**config.mk**
```make
export PLATFORM = sky130hd
export DESIGN_NAME = seqkey_resp
export DESIGN_NICKNAME = d
export VERILOG_FILES = /design/src/rtl/seqkey_pkg.sv /design/src/rtl/seqkey_decode.sv /design/src/rtl/seqkey_strobe.sv /design/src/rtl/seqkey_ptr.sv /design/src/rtl/seqkey_lane.sv /design/src/rtl/seqkey_resp.sv
export SDC_FILE = /design/constraint.sdc
export NUM_CORES = 1
export LEC_CHECK = 0
export BUFFER_PORTS_ARGS = -buffer_cell sky130_fd_sc_hd__buf_4
export CAP_MARGIN = 20
export CORE_MARGIN = 1.5
export CORE_UTILIZATION = 50
export CTS_CLUSTER_SIZE = 24
export DETAILED_ROUTE_END_ITERATION = 16
export GPL_TIMING_DRIVEN = 0
export PLACE_DENSITY = 0.81
export SLEW_MARGIN = 15
export SYNTH_ARGS = -nofsm -noshare
export SYNTH_HDL_FRONTEND = slang
export SYNTH_SLANG_ARGS = --single-unit
```
**constraint.sdc**
```tcl
create_clock -name clk -period 4.3 [get_ports clk]
set_input_delay 0.86 -clock clk [delete_from_list [all_inputs] [get_ports clk]]
set_output_delay 0.86 -clock clk [all_outputs]
set_load 0.01 [all_outputs]
```
**src/rtl/seqkey_pkg.sv**
```systemverilog
// Package seqkey_pkg
// Holds the shared access kinds and the two eight-step constant sequences.
// Assumes a 3-bit position; both sequences are indexed by the same value.
package seqkey_pkg;

    localparam int POS_W  = 3;
    localparam int DATA_W = 16;
    localparam int BYTE_W = 8;

    typedef enum logic [2:0] {
        KIND_ID_A   = 3'd0,
        KIND_ID_B   = 3'd1,
        KIND_SEC_HI = 3'd2,
        KIND_SEC_LO = 3'd3,
        KIND_PRI_HI = 3'd4,
        KIND_PRI_LO = 3'd5,
        KIND_NONE   = 3'd6
    } access_kind_t;

    localparam logic [DATA_W-1:0] ID_WORD_A = 16'h0101;
    localparam logic [DATA_W-1:0] ID_WORD_B = 16'h3E55;

    // Step value of the primary sequence at a position.
    function automatic logic [DATA_W-1:0] primary_step(input logic [POS_W-1:0] p);
        case (p)
            3'd0:    primary_step = 16'h0000;
            3'd1:    primary_step = 16'h0040;
            3'd2:    primary_step = 16'h0440;
            3'd3:    primary_step = 16'h2440;
            3'd4:    primary_step = 16'h2480;
            3'd5:    primary_step = 16'hA080;
            3'd6:    primary_step = 16'h8081;
            default: primary_step = 16'h8041;
        endcase
    endfunction

    // Step value of the secondary sequence at a position.
    function automatic logic [DATA_W-1:0] secondary_step(input logic [POS_W-1:0] p);
        case (p)
            3'd0:    secondary_step = 16'h0040;
            3'd1:    secondary_step = 16'h0060;
            3'd2:    secondary_step = 16'h0060;
            3'd3:    secondary_step = 16'h0860;
            3'd4:    secondary_step = 16'h0864;
            3'd5:    secondary_step = 16'h08E4;
            3'd6:    secondary_step = 16'h08E5;
            default: secondary_step = 16'h08A5;
        endcase
    endfunction

endpackage

```
**src/rtl/seqkey_decode.sv**
```systemverilog
// Module seqkey_decode
// Classifies a word offset into one access kind.
// Assumes OFFSET_W >= 3 so the two lowest pairs and the top pair never overlap.
module seqkey_decode
    import seqkey_pkg::*;
#(
    parameter int OFFSET_W = 17
) (
    input  logic [OFFSET_W-1:0] offset,
    output access_kind_t        kind
);
    localparam logic [OFFSET_W-1:0] TOP_OFF  = '1;
    localparam logic [OFFSET_W-1:0] NEXT_OFF = TOP_OFF - OFFSET_W'(1);

    // Map offset to kind; unlisted offsets fall to KIND_NONE.
    always_comb begin
        if (offset == OFFSET_W'(0))      kind = KIND_ID_A;
        else if (offset == OFFSET_W'(1)) kind = KIND_ID_B;
        else if (offset == OFFSET_W'(2)) kind = KIND_SEC_HI;
        else if (offset == OFFSET_W'(3)) kind = KIND_SEC_LO;
        else if (offset == NEXT_OFF)     kind = KIND_PRI_HI;
        else if (offset == TOP_OFF)      kind = KIND_PRI_LO;
        else                             kind = KIND_NONE;
    end
endmodule

```
**src/rtl/seqkey_strobe.sv**
```systemverilog
// Module seqkey_strobe
// Turns a level read strobe into a single-cycle access pulse.
// Assumes the strobe is synchronous to clk. The history flop follows the
// strobe even during reset, so a strobe held through reset does not count.
module seqkey_strobe (
    input  logic clk,
    input  logic strobe,
    output logic access
);
    logic prev_q;

    // Remember last cycle's strobe level.
    always_ff @(posedge clk) begin
        prev_q <= strobe;
    end

    // Access on the first high cycle only.
    always_comb begin
        access = strobe && !prev_q;
    end
endmodule

```
**src/rtl/seqkey_ptr.sv**
```systemverilog
// Module seqkey_ptr
// Shared position into both sequences; steps by one on request and wraps.
// Assumes step is already qualified to one cycle per access.
module seqkey_ptr
    import seqkey_pkg::*;
(
    input  logic             clk,
    input  logic             rst_n,
    input  logic             step,
    output logic [POS_W-1:0] pos
);
    // Clear on reset, otherwise advance modulo the table depth.
    always_ff @(posedge clk) begin
        if (!rst_n)    pos <= '0;
        else if (step) pos <= pos + POS_W'(1);
    end
endmodule

```
**src/rtl/seqkey_lane.sv**
```systemverilog
// Module seqkey_lane
// Splits the current step of one sequence into two bus words, one per byte.
// PLACE_HIGH picks the lane: 1 puts each byte in bits 15:8, 0 in bits 7:0.
// USE_PRIMARY picks which constant sequence is read.
module seqkey_lane
    import seqkey_pkg::*;
#(
    parameter bit USE_PRIMARY = 1'b0,
    parameter bit PLACE_HIGH  = 1'b0
) (
    input  logic [POS_W-1:0]  pos,
    output logic [DATA_W-1:0] upper_word,
    output logic [DATA_W-1:0] lower_word
);
    logic [DATA_W-1:0] step_val;

    generate
        if (USE_PRIMARY) begin : g_pri
            // Fetch the primary step.
            always_comb step_val = primary_step(pos);
        end else begin : g_sec
            // Fetch the secondary step.
            always_comb step_val = secondary_step(pos);
        end

        if (PLACE_HIGH) begin : g_high
            // Both bytes go to the high lane.
            always_comb begin
                upper_word = {step_val[DATA_W-1:BYTE_W], {BYTE_W{1'b0}}};
                lower_word = {step_val[BYTE_W-1:0],      {BYTE_W{1'b0}}};
            end
        end else begin : g_low
            // Both bytes go to the low lane.
            always_comb begin
                upper_word = {{BYTE_W{1'b0}}, step_val[DATA_W-1:BYTE_W]};
                lower_word = {{BYTE_W{1'b0}}, step_val[BYTE_W-1:0]};
            end
        end
    endgenerate
endmodule

```
**src/rtl/seqkey_resp.sv**
```systemverilog
// Module seqkey_resp
// Sequenced response register: fixed identity words plus two byte-serial
// sequences sharing one position. Read data is registered one cycle after
// the access; the position advances on the same edge for the second byte
// of each pair. Assumes a synchronous single-master bus with no wait states.
module seqkey_resp
    import seqkey_pkg::*;
#(
    parameter int OFFSET_W = 17
) (
    input  logic                clk,
    input  logic                rst_n,
    input  logic                rd_en,
    input  logic [OFFSET_W-1:0] rd_offset,
    output logic [DATA_W-1:0]   rd_data
);
    access_kind_t      kind;
    logic              access;
    logic              advance;
    logic [POS_W-1:0]  pos_q;
    logic [DATA_W-1:0] sec_hi_w, sec_lo_w, pri_hi_w, pri_lo_w;
    logic [DATA_W-1:0] answer;

    seqkey_decode #(.OFFSET_W(OFFSET_W)) dec_i (
        .offset (rd_offset),
        .kind   (kind)
    );

    seqkey_strobe stb_i (
        .clk    (clk),
        .strobe (rd_en),
        .access (access)
    );

    seqkey_ptr ptr_i (
        .clk   (clk),
        .rst_n (rst_n),
        .step  (advance),
        .pos   (pos_q)
    );

    seqkey_lane #(.USE_PRIMARY(1'b0), .PLACE_HIGH(1'b0)) sec_i (
        .pos        (pos_q),
        .upper_word (sec_hi_w),
        .lower_word (sec_lo_w)
    );

    seqkey_lane #(.USE_PRIMARY(1'b1), .PLACE_HIGH(1'b1)) pri_i (
        .pos        (pos_q),
        .upper_word (pri_hi_w),
        .lower_word (pri_lo_w)
    );

    // Only the lower-byte reads of a pair move the position.
    always_comb begin
        advance = access && ((kind == KIND_SEC_LO) || (kind == KIND_PRI_LO));
    end

    // Select the word this access returns.
    always_comb begin
        case (kind)
            KIND_ID_A:   answer = ID_WORD_A;
            KIND_ID_B:   answer = ID_WORD_B;
            KIND_SEC_HI: answer = sec_hi_w;
            KIND_SEC_LO: answer = sec_lo_w;
            KIND_PRI_HI: answer = pri_hi_w;
            KIND_PRI_LO: answer = pri_lo_w;
            default:     answer = '0;
        endcase
    end

    // Register the answer on an access; hold it otherwise.
    always_ff @(posedge clk) begin
        if (!rst_n)      rd_data <= '0;
        else if (access) rd_data <= answer;
    end
endmodule

```
==> impl_results.md, run 1 <==
- Die X: 46.8 um
- Final Skew: 3.15 ps
- Final #Nets: 177
- Worst Path Required: 4540 ps
- DRC viols: 0
- Final ANT Viol Nets: 0
- Root buffer cell: clkbuf_4
- Diodes inserted: 0
- Post-CTS Hold Buffers: 0
- Reg-to-reg startpoint: ptr_i.pos[1]
- RSZ-0062 raised after global routing: no
- Commonest cells after routing, fill and taps aside: buf_4, dfxtp_1, nand2_1, inv_1
- 1st-iter DRT viols: 11
- Die H: 46.8 um
- CTS Buffer Depth: 2
- Number of vias per cell: 5.40
- Crit path max-delay cell type: nor4_2
- R2R setup slack: 2280 ps
- Hold Crit Depth: 2
- Row cnt: 15
- Via count: 951
- Remaining global-route overflow: 0
- Post-synth top area share: 0.334
- Setup CP Type: in2reg
- Fin crit period: 2120 ps
- CTS tree: built
- GRT Overall Usage: 0.231
- RR Endpoint: rd_data[13]
- Warnings from Yosys: 0
- Vias in the first global route: 810
- Layout cells sized above 1: 0.305
- CP Launch Point: rd_offset[5]
- Insertion delay of the later-clocked pin in the worst-skew pair: 290 ps
- I/O pins: 36
- Area grow syn2layout: 32.9%
- Critical-path maximum fanout: 9
- Cell Chain, Critical Path: buf_4, nor4_1, nand4_1, nor4_2, o31a_1
- Filler cells: 164
- Synth top area cells: dfxtp_1, ha_1, nand2_1, a21boi_0, mux2i_1
- I/O Buffers: 33
- Final core utilization: 0.723
- Syn Nets: 139
- Seq cells post-synth: 16
- Post-Syn Area: 960 um2
- TritonCTS Buffers: 3
- Commonest non-fill, non-tap cell in the layout: buf_4
- Largest stage delay on the critical path: 500 ps
- Initial core utilization: 0.544
- Reg clk slew, reported paths: 90 ps
- Critical path launch point type: primary input
- Final slew viol count: 0
- Crit. End Element: flip-flop
- Mean Syn Cell Area: 8.42 um2
- Leakage power: 0.512 nW
- Pwr Density: 219 nW/um2
- Area used by multi-input combinational logic: 568 um2
- Setup TNS: 0 ps
- Status: finished, final reports clean
- Fin. Hold Viols: 0
- Largest area contributor in the netlist: dfxtp_1
- Final setup viols: 0
- Worst vdd ir: 0.222 mV
- Full die area: 2190 um2
- WHS Endpoint: rd_data[5]
- Max Cap Viol: 0
- HP Start: rd_data[5]
- Pre-antenna DRT Iters: 4
- Slew headroom: 0.669
- Final HPWL DP: 1690 um
- Post-CTS Repair Setup Buffers: 0
- Pin slew with the least headroom to its limit: 492 ps
- Post-synth cell types: 39
- Routed WL: 2170 um
- First-pass GRT wire length: 3590 um
- Reg area: 320 um2
- Antenna violations before repair: 0
- Worst Hold Class: reg2reg
- Fmax: 471 MHz
- Crit path DAT: 2360 ps
- Ys async rst share: 0
- Pin count of the biggest net entering global routing: 11
- Synth Flop Type: dfxtp_1
- Number of flops mapped to enable cells by yosys: 0
- H-tree Lvls: 1
- Cells after Synth: 114
- Drt wl/cell: 12.3 um
- GPL Wtd Cong: 0.882
- Worst R2R Path Depth: 6
- Tcrit/Tclk final: 0.494
- Core Footprint: 1760 um2
- Seq/Total Area, Yosys: 0.334
- CTS resizes: 0
- Clk sinks: 16
cells in the mapped netlist, drive strengths merged (4+ instances only):
cell	number
nor4	4
nand4	4
nor2	5
inv	7
ha	5
nand2	15
and2	4
buf	5
dfxtp	16
a21boi	5
area by class of cell:
type	count	area share
Multi-Input combinational cell	83	0.446
Clock buffer	4	0.0285
Tap cell	25	0.0245
Inverter	7	0.0206
Timing Repair Buffer	33	0.194
Buffer	8	0.0353
Sequential cell	16	0.251
cell families (layout without fill, tap and decap cells):
group	count (synthesis)	count (layout)	synth area share
muxes	3	3	0.0313
buffers and inverters	15	52	0.0743
and+or+nand+nor	46	46	0.252
other	1	1	0.00391
DFF	16	16	0.334
AOI/OAI and AO/OA	28	28	0.240
adders and majority gates	5	5	0.0652
worst max-delay path by stage:
stage	end	slack, ps
floorplan	rd_data[8]	2230
global placement	rd_data[13]	1880
detailed placement	rd_data[10]	1880
CTS	rd_data[10]	2190
global route	rd_data[2]	1980
finish	rd_data[10]	2180
per-stage QoR:
| step | instance area (um2) | hold slack, ps | std cells | total power [mW] | setup WS, ps |
|---|---|---|---|---|---|
| 2_1_floorplan | 960 | 469 | 114 | 0.163 | 2230 |
| 3_3_place_gp | 1240 | 453 | 172 | 0.181 | 1880 |
| 3_5_place_dp | 1240 | 458 | 172 | 0.182 | 1880 |
| 4_1_cts | 1270 | 471 | 176 | 0.281 | 2190 |
| 5_1_grt | 1270 | 505 | 176 | 0.294 | 1980 |
| 6_report | 1270 | 467 | 176 | 0.279 | 2180 |
worst max-delay path: cells and delay by family:
kind | cells | cell delay [ps]
simple gates | 3 | 1180
compound gates | 1 | 210
buf+inv | 1 | 110
report_power, final:
part	internal (mW)	switching [mW]
Clock	0.0516	0.0484
Sequential	0.149	0.000426
Combinational	0.0152	0.0144
Total	0.216	0.0632
sequential cells by signal, indices dropped and copies added, names as in the netlist:
name / flops
ptr_i.pos: 3
rd_data: 12
stb_i.prev_q: 1
layer usage:
layer  GRT usage  vias to the layer above  routed length [um]
li1            -                      492                   -
met2       0.403                       36                1050
met4      0.0833                        0                  35
met5           0                        -                   0
met3      0.0462                        5                 145
met1       0.282                      418                 931
Note: power is estimated with default switching activity, not from simulation.
==> run 2, diff against run 1 <==
--- a/config.mk
+++ b/config.mk
@@ -8,11 +8,11 @@
 export BUFFER_PORTS_ARGS = -buffer_cell sky130_fd_sc_hd__buf_4
 export CAP_MARGIN = 20
 export CORE_MARGIN = 1.5
-export CORE_UTILIZATION = 50
+export CORE_UTILIZATION = 43
 export CTS_CLUSTER_SIZE = 24
 export DETAILED_ROUTE_END_ITERATION = 16
 export GPL_TIMING_DRIVEN = 0
-export PLACE_DENSITY = 0.81
+export PLACE_DENSITY = 0.74
 export SLEW_MARGIN = 15
 export SYNTH_ARGS = -nofsm -noshare
 export SYNTH_HDL_FRONTEND = slang
==> constraint.sdc (replaced) <==
create_clock -name clk -period 1.9 [get_ports clk]
set_input_delay 0.38 -clock clk [delete_from_list [all_inputs] [get_ports clk]]
set_output_delay 0.38 -clock clk [all_outputs]
set_load 0.01 [all_outputs]
==> impl_results.md, run 2 (synthesis results as in run 1) <==
- Worst slack at placement: -173 ps (was 1880 ps)
- Remaining global-route overflow: 0 (unchanged)
- Antenna violations before repair: 0 (unchanged)
- Setup WS post-layout: 50.9 ps (was 2180 ps)
- Slew headroom: 0.672 (was 0.669)
- Die X: 50.2 um (was 46.8 um)
- 1st-iter DRT viols: 14 (was 11)
- Vias in the first global route: 925 (was 810)
- Status: finished, final reports clean (unchanged)
- Combinational share of power: 0.107 (was 0.106)
- Cell Chain, Critical Path: inv_1, ha_1, or3_4, o2111ai_2, a2111oi_0, o31a_1 (was buf_4, nor4_1, nand4_1, nor4_2, o31a_1)
- Commonest non-fill, non-tap cell in the layout: buf_4 (unchanged)
- Layout cells sized above 1: 0.344 (was 0.305)
- Final slew viol count: 0 (unchanged)
- Fmax: 541 MHz
- Sw power: 0.141 mW (was 0.0632 mW)
- Commonest cells after routing, fill and taps aside: buf_4, nand2_1, dfxtp_1, inv_1 (was buf_4, dfxtp_1, nand2_1, inv_1)
- Flop pwr share: 0.538 (was 0.536)
- Fin. Hold Viols: 0 (unchanged)
- Reg clk slew, reported paths: 90 ps (about the same)
- Critical path launch point type: flip-flop (was primary input)
- Largest stage delay on the critical path: 440 ps (was 500 ps)
- Worst R2R Path Depth: 6 (unchanged)
- Die H: 50.2 um (was 46.8 um)
- Leakage power: 0.515 nW (was 0.512 nW)
- Reg area: 323 um2 (was 320 um2)
- Critical-path maximum fanout: 5 (was 9)
- Pin slew with the least headroom to its limit: 488 ps (was 492 ps)
- TritonCTS Buffers: 3 (unchanged)
- Clk sinks: 16 (unchanged)
- DRC viols: 0 (unchanged)
- Area used by multi-input combinational logic: 587 um2 (was 568 um2)
- DP Area: 1240 um2 (about the same)
- Final setup viols: 0 (unchanged)
- Row cnt: 16 (was 15)
- Routed WL: 2280 um (was 2170 um)
- Via count: 972 (was 951)
- WP depth: 6 (was 5)
- Fin crit period: 1850 ps
- Root buffer cell: clkbuf_4 (unchanged)
- GPL Wtd Cong: 0.835 (was 0.882)
- Crit path DAT: 2030 ps (was 2360 ps)
- Crit path buffers/inverters: 1 (unchanged)
- Max FFs per register: 12 (unchanged)
- Final cell count without fillers: 178 (was 176)
- H-tree Lvls: 1 (unchanged)
- Full die area: 2520 um2 (was 2190 um2)
- Setup CP Type: reg2reg (was in2reg)
- Number of vias per cell: 5.46 (was 5.40)
- CTS tree: built (unchanged)
- Final #Nets: 177 (unchanged)
- Total power: 0.629 mW (was 0.279 mW)
- Crit path max-delay cell type: or3_4 (was nor4_2)
- GRT Overall Usage: 0.197 (was 0.231)
- Final HPWL DP: 1770 um (was 1690 um)
- Final Skew: 3.04 ps (was 3.15 ps)
- Top Registers: rd_data (12), ptr_i.pos (3), stb_i.prev_q (1) (unchanged)
- Core Footprint: 2020 um2 (was 1760 um2)
- First-pass GRT wire length: 3850 um (was 3590 um)
- RSZ-0062 raised after global routing: no (unchanged)
- Pwr Density: 484 nW/um2 (was 219 nW/um2)
- Int Pwr: 0.489 mW (was 0.216 mW)
- Worst vdd ir: 0.258 mV (was 0.222 mV)
- Net Sw Frac: 0.223 (was 0.227)
- I/O Buffers: 33 (unchanged)
- Hold Crit Depth: 1 (was 2)
- Crit. End Element: flip-flop (unchanged)
- Drt wl/cell: 12.8 um (was 12.3 um)
- Max Cap Viol: 0 (unchanged)
- Pre-antenna DRT Iters: 4 (unchanged)
- I/O pins: 36 (unchanged)
- Final ANT Viol Nets: 0 (unchanged)
- Insertion delay of the later-clocked pin in the worst-skew pair: 280 ps (was 290 ps)
- Top reg by flops: rd_data (unchanged)
- Worst Path Required: 2090 ps (was 4540 ps)
- Design area: 1300 um2 (was 1270 um2)
- Diodes inserted: 0 (unchanged)
- Final core utilization: 0.642 (was 0.723)
- Inst Count DP: 174 (was 172)
- Pin count of the biggest net entering global routing: 11 (unchanged)
- Tcrit/Tclk final: 0.973
- CTS Buffer Depth: 2 (unchanged)
- Worst Hold Class: in2reg (was reg2reg)
- Initial core utilization: 0.475 (was 0.544)
- Filler cells: 185 (was 164)
- Clock power share: 0.355 (was 0.358)
- Post-CTS Repair Setup Buffers: 0 (unchanged)
- Area grow syn2layout: 35.3% (was 32.9%)
- CP top delay family: compound AO/OA/AOI/OAI gates (was simple AND/OR/NAND/NOR gates)
run 2: cell counts in the layout (fill, tap and decap cells not counted):
No cell type changed its count.
run 2: per-layer routing:
layer | part of all wire | wire length (um) | GRT usage | vias up
li1 | - | - | - | 483
met3 | 0.071 | 163 | 0.0268 | 5
met5 | 0 | 0 | 0 | -
met1 | 0.41 | 947 | 0.236 | 435
met2 | 0.50 | 1140 | 0.353 | 49
met4 | 0.015 | 34 | 0.0694 | 0
run 2: final timing paths:
kind | start | to | slack (ps)
worst min-delay path | rd_en | stb_i.prev_q | 210
worst min register to register | rd_data[15] | rd_data[15] | 470
worst max register to register | ptr_i.pos[0] | rd_data[13] | 50
worst max-delay path | ptr_i.pos[0] | rd_data[13] | 50
run 2: power by group through the flow:
| stage | clock network, mW | logic (mW) | registers (mW) |
|---|---|---|---|
| after detailed placement | 0 | 0.0661 | 0.346 |
| after global routing | 0.250 | 0.0749 | 0.339 |
| after CTS | 0.229 | 0.0671 | 0.338 |
| after global placement | 0 | 0.0644 | 0.346 |
| final | 0.223 | 0.0675 | 0.338 |
| after floorplan | 0 | 0.0221 | 0.347 |
run 2: layout make-up:
| class | count | share of cell area |
|---|---|---|
| multi-input combinational | 83 | 0.452 |
| sequential | 16 | 0.249 |
| timing repair buffer | 33 | 0.191 |
| buffer | 8 | 0.0347 |
| clock buffer | 4 | 0.0279 |
| tap | 27 | 0.0260 |
| inverter | 7 | 0.0202 |
run 2: repair_timing:
item / CTS / global route
resized for setup: 2 / 4
setup endpoints to repair: 2 / 5
hold endpoints to repair: 0 / 0
hold buffers: 0 / 0
gates cloned: 0 / 0
run 2: through the flow:
| stage | TNS, ps | hold WS [ps] |
|---|---|---|
| global placement | -89.5 | 456 |
| global route | 0 | 194 |
| CTS | 0 | 200 |
| finish | 0 | 205 |
| detailed placement | -1440 | 465 |
| floorplan | 0 | 408 |
==> run 3, diff against run 2 <==
--- a/config.mk
+++ b/config.mk
@@ -13,6 +13,8 @@
 export DETAILED_ROUTE_END_ITERATION = 16
 export GPL_TIMING_DRIVEN = 0
 export PLACE_DENSITY = 0.74
+export RECOVER_POWER = 100
+export SKIP_LAST_GASP = 1
 export SLEW_MARGIN = 15
 export SYNTH_ARGS = -nofsm -noshare
 export SYNTH_HDL_FRONTEND = slang
==> impl_results.md, run 3 (synthesis results as in run 1) <==
- R2R setup slack: 50 ps (about the same)
- Worst Hold Class: in2reg (unchanged)
- Initial core utilization: 0.475 (unchanged)
- Commonest non-fill, non-tap cell in the layout: buf_4 (unchanged)
- Combinational share of power: 0.106 (was 0.107)
- Fin crit period: 1850 ps (about the same)
- Max Cap Viol: 0 (unchanged)
- Critical path launch point type: flip-flop (unchanged)
- H-tree Lvls: 1 (unchanged)
- Pwr Density: 503 nW/um2 (was 484 nW/um2)
- GPL Wtd Cong: 0.835 (unchanged)
- Pre-antenna DRT Iters: 4 (unchanged)
- 1st-iter DRT viols: 10 (was 14)
- M1 wire length: 972 um (was 947 um)
- Worst Path Required: 2090 ps (about the same)
- Clk sinks: 16 (unchanged)
- Routed WL: 2290 um (was 2280 um)
- Worst vdd ir: 0.260 mV (was 0.258 mV)
- Die H: 50.2 um (unchanged)
- CTS tree: built (unchanged)
- Worst R2R Path Depth: 6 (unchanged)
- Full die area: 2520 um2 (unchanged)
- Met2 wire length: 1140 um (about the same)
- Critical-path maximum fanout: 5 (unchanged)
- Max FFs per register: 12 (unchanged)
- Commonest cells after routing, fill and taps aside: buf_4, clkbuf_1, nand2_1, dfxtp_1 (was buf_4, nand2_1, dfxtp_1, inv_1)
- Final slew viol count: 0 (unchanged)
- Root buffer cell: clkbuf_4 (unchanged)
- Sw power: 0.143 mW (was 0.141 mW)
- Row cnt: 16 (unchanged)
- DRC viols: 0 (unchanged)
- Tcrit/Tclk final: 0.973 (about the same)
- TritonCTS Buffers: 3 (unchanged)
- Core Footprint: 2020 um2 (unchanged)
- Die X: 50.2 um (unchanged)
- Pin count of the biggest net entering global routing: 11 (unchanged)
- Remaining global-route overflow: 0 (unchanged)
- Status: finished, final reports clean (unchanged)
- Layout cells sized above 1: 0.265 (was 0.344)
- Final ANT Viol Nets: 0 (unchanged)
- Reg-to-reg startpoint: ptr_i.pos[0] (unchanged)
- Net Sw Frac: 0.226 (was 0.223)
- Int Pwr: 0.488 mW (was 0.489 mW)
- Final #Nets: 177 (unchanged)
- Final HPWL DP: 1770 um (unchanged)
- Setup TNS: 0 ps (unchanged)
- Area grow syn2layout: 30.6% (was 35.3%)
- Worst slack at placement: -173 ps (unchanged)
- Top reg by flops: rd_data (unchanged)
- Critical path endpoint: rd_data[13] (unchanged)
- CP Launch Point: ptr_i.pos[0] (unchanged)
- Fin. Hold Viols: 0 (unchanged)
- RSZ-0062 raised after global routing: no (unchanged)
- Diodes inserted: 0 (unchanged)
- Final Skew: 1.80 ps (was 3.04 ps)
- Drt wl/cell: 12.9 um (was 12.8 um)
- Leakage power: 0.462 nW (was 0.515 nW)
- Reg clk slew, reported paths: 90 ps (about the same)
- Crit. End Element: flip-flop (unchanged)
- Top sig layer: met4 (unchanged)
- Flop pwr share: 0.537 (was 0.538)
- Antenna violations before repair: 0 (unchanged)
- I/O pins: 36 (unchanged)
- Clock power share: 0.357 (was 0.355)
- Top Registers: rd_data (12), ptr_i.pos (3), stb_i.prev_q (1) (unchanged)
- Vias in the first global route: 925 (unchanged)
- Number of vias per cell: 5.43 (was 5.46)
- Setup CP Type: reg2reg (unchanged)
- Via count: 967 (was 972)
- GRT Overall Usage: 0.197 (unchanged)
- RR Endpoint: rd_data[13] (unchanged)
- Setup WS post-layout: 51.9 ps (was 50.9 ps)
- Insertion delay of the later-clocked pin in the worst-skew pair: 280 ps (about the same)
- CTS Buffer Depth: 2 (unchanged)
- Final setup viols: 0 (unchanged)
- Crit path DAT: 2030 ps (about the same)
- WL met3: 145 um (was 163 um)
- First-pass GRT wire length: 3850 um (unchanged)
- Fmax: 541 MHz (about the same)
- I/O Buffers: 33 (unchanged)
[run 3: layer usage]
layer | up-vias | GRT usage
met5 | - | 0
met4 | 0 | 0.0694
met3 | 5 | 0.0268
met2 | 41 | 0.353
met1 | 438 | 0.236
li1 | 483 | -
[run 3: stage by stage]
stage	hold WS [ps]	cells	util	cell area (um2)	total power, mW
finish	230	178	0.620	1250	0.630
global route	219	178	0.620	1250	0.663
CTS	200	178	0.637	1290	0.635
detailed placement	465	174	0.614	1240	0.412
global placement	456	174	0.614	1240	0.411
floorplan	408	114	-	960	0.369
[run 3: area by class of cell]
cell class	count	area, um2
inverter	7	26.3
multi-input combinational	83	587
tap	27	33.8
clock buffer	4	36.3
sequential	16	323
timing repair buffer	33	203
buffer	8	45.0
fill	192	768
[run 3: worst min path at each step]
stage                      startpoint  slack, ps            to  depth (start not counted)
after detailed placement  rd_data[15]        460   rd_data[15]                          2
after floorplan                 rd_en        410  stb_i.prev_q                          0
after CTS                       rd_en        200  stb_i.prev_q                          1
final                           rd_en        230  stb_i.prev_q                          1
after global routing            rd_en        220  stb_i.prev_q                          1
after global placement     rd_data[0]        460    rd_data[0]                          2
[run 3: power groups by stage]
stage | sequential, mW | combinational (mW) | clock (mW)
after CTS | 0.338 | 0.0671 | 0.229
final | 0.338 | 0.0667 | 0.225
after floorplan | 0.347 | 0.0221 | 0
after global routing | 0.339 | 0.0740 | 0.250
after global placement | 0.346 | 0.0644 | 0
after detailed placement | 0.346 | 0.0661 | 0
[run 3: critical path: stages (launching register included)]
cell and delay [ps]:
dfxtp_2 360, inv_1 70, ha_1 240, or3_4 440, o2111ai_2 230, a2111oi_0 100
o31a_1 300
[run 3: repair_timing]
item                       CTS  global route
cloned                       0             0
resized for setup            2             4
hold buffers                 0             0
buffers inserted             0             0
setup endpoints to repair    2             5
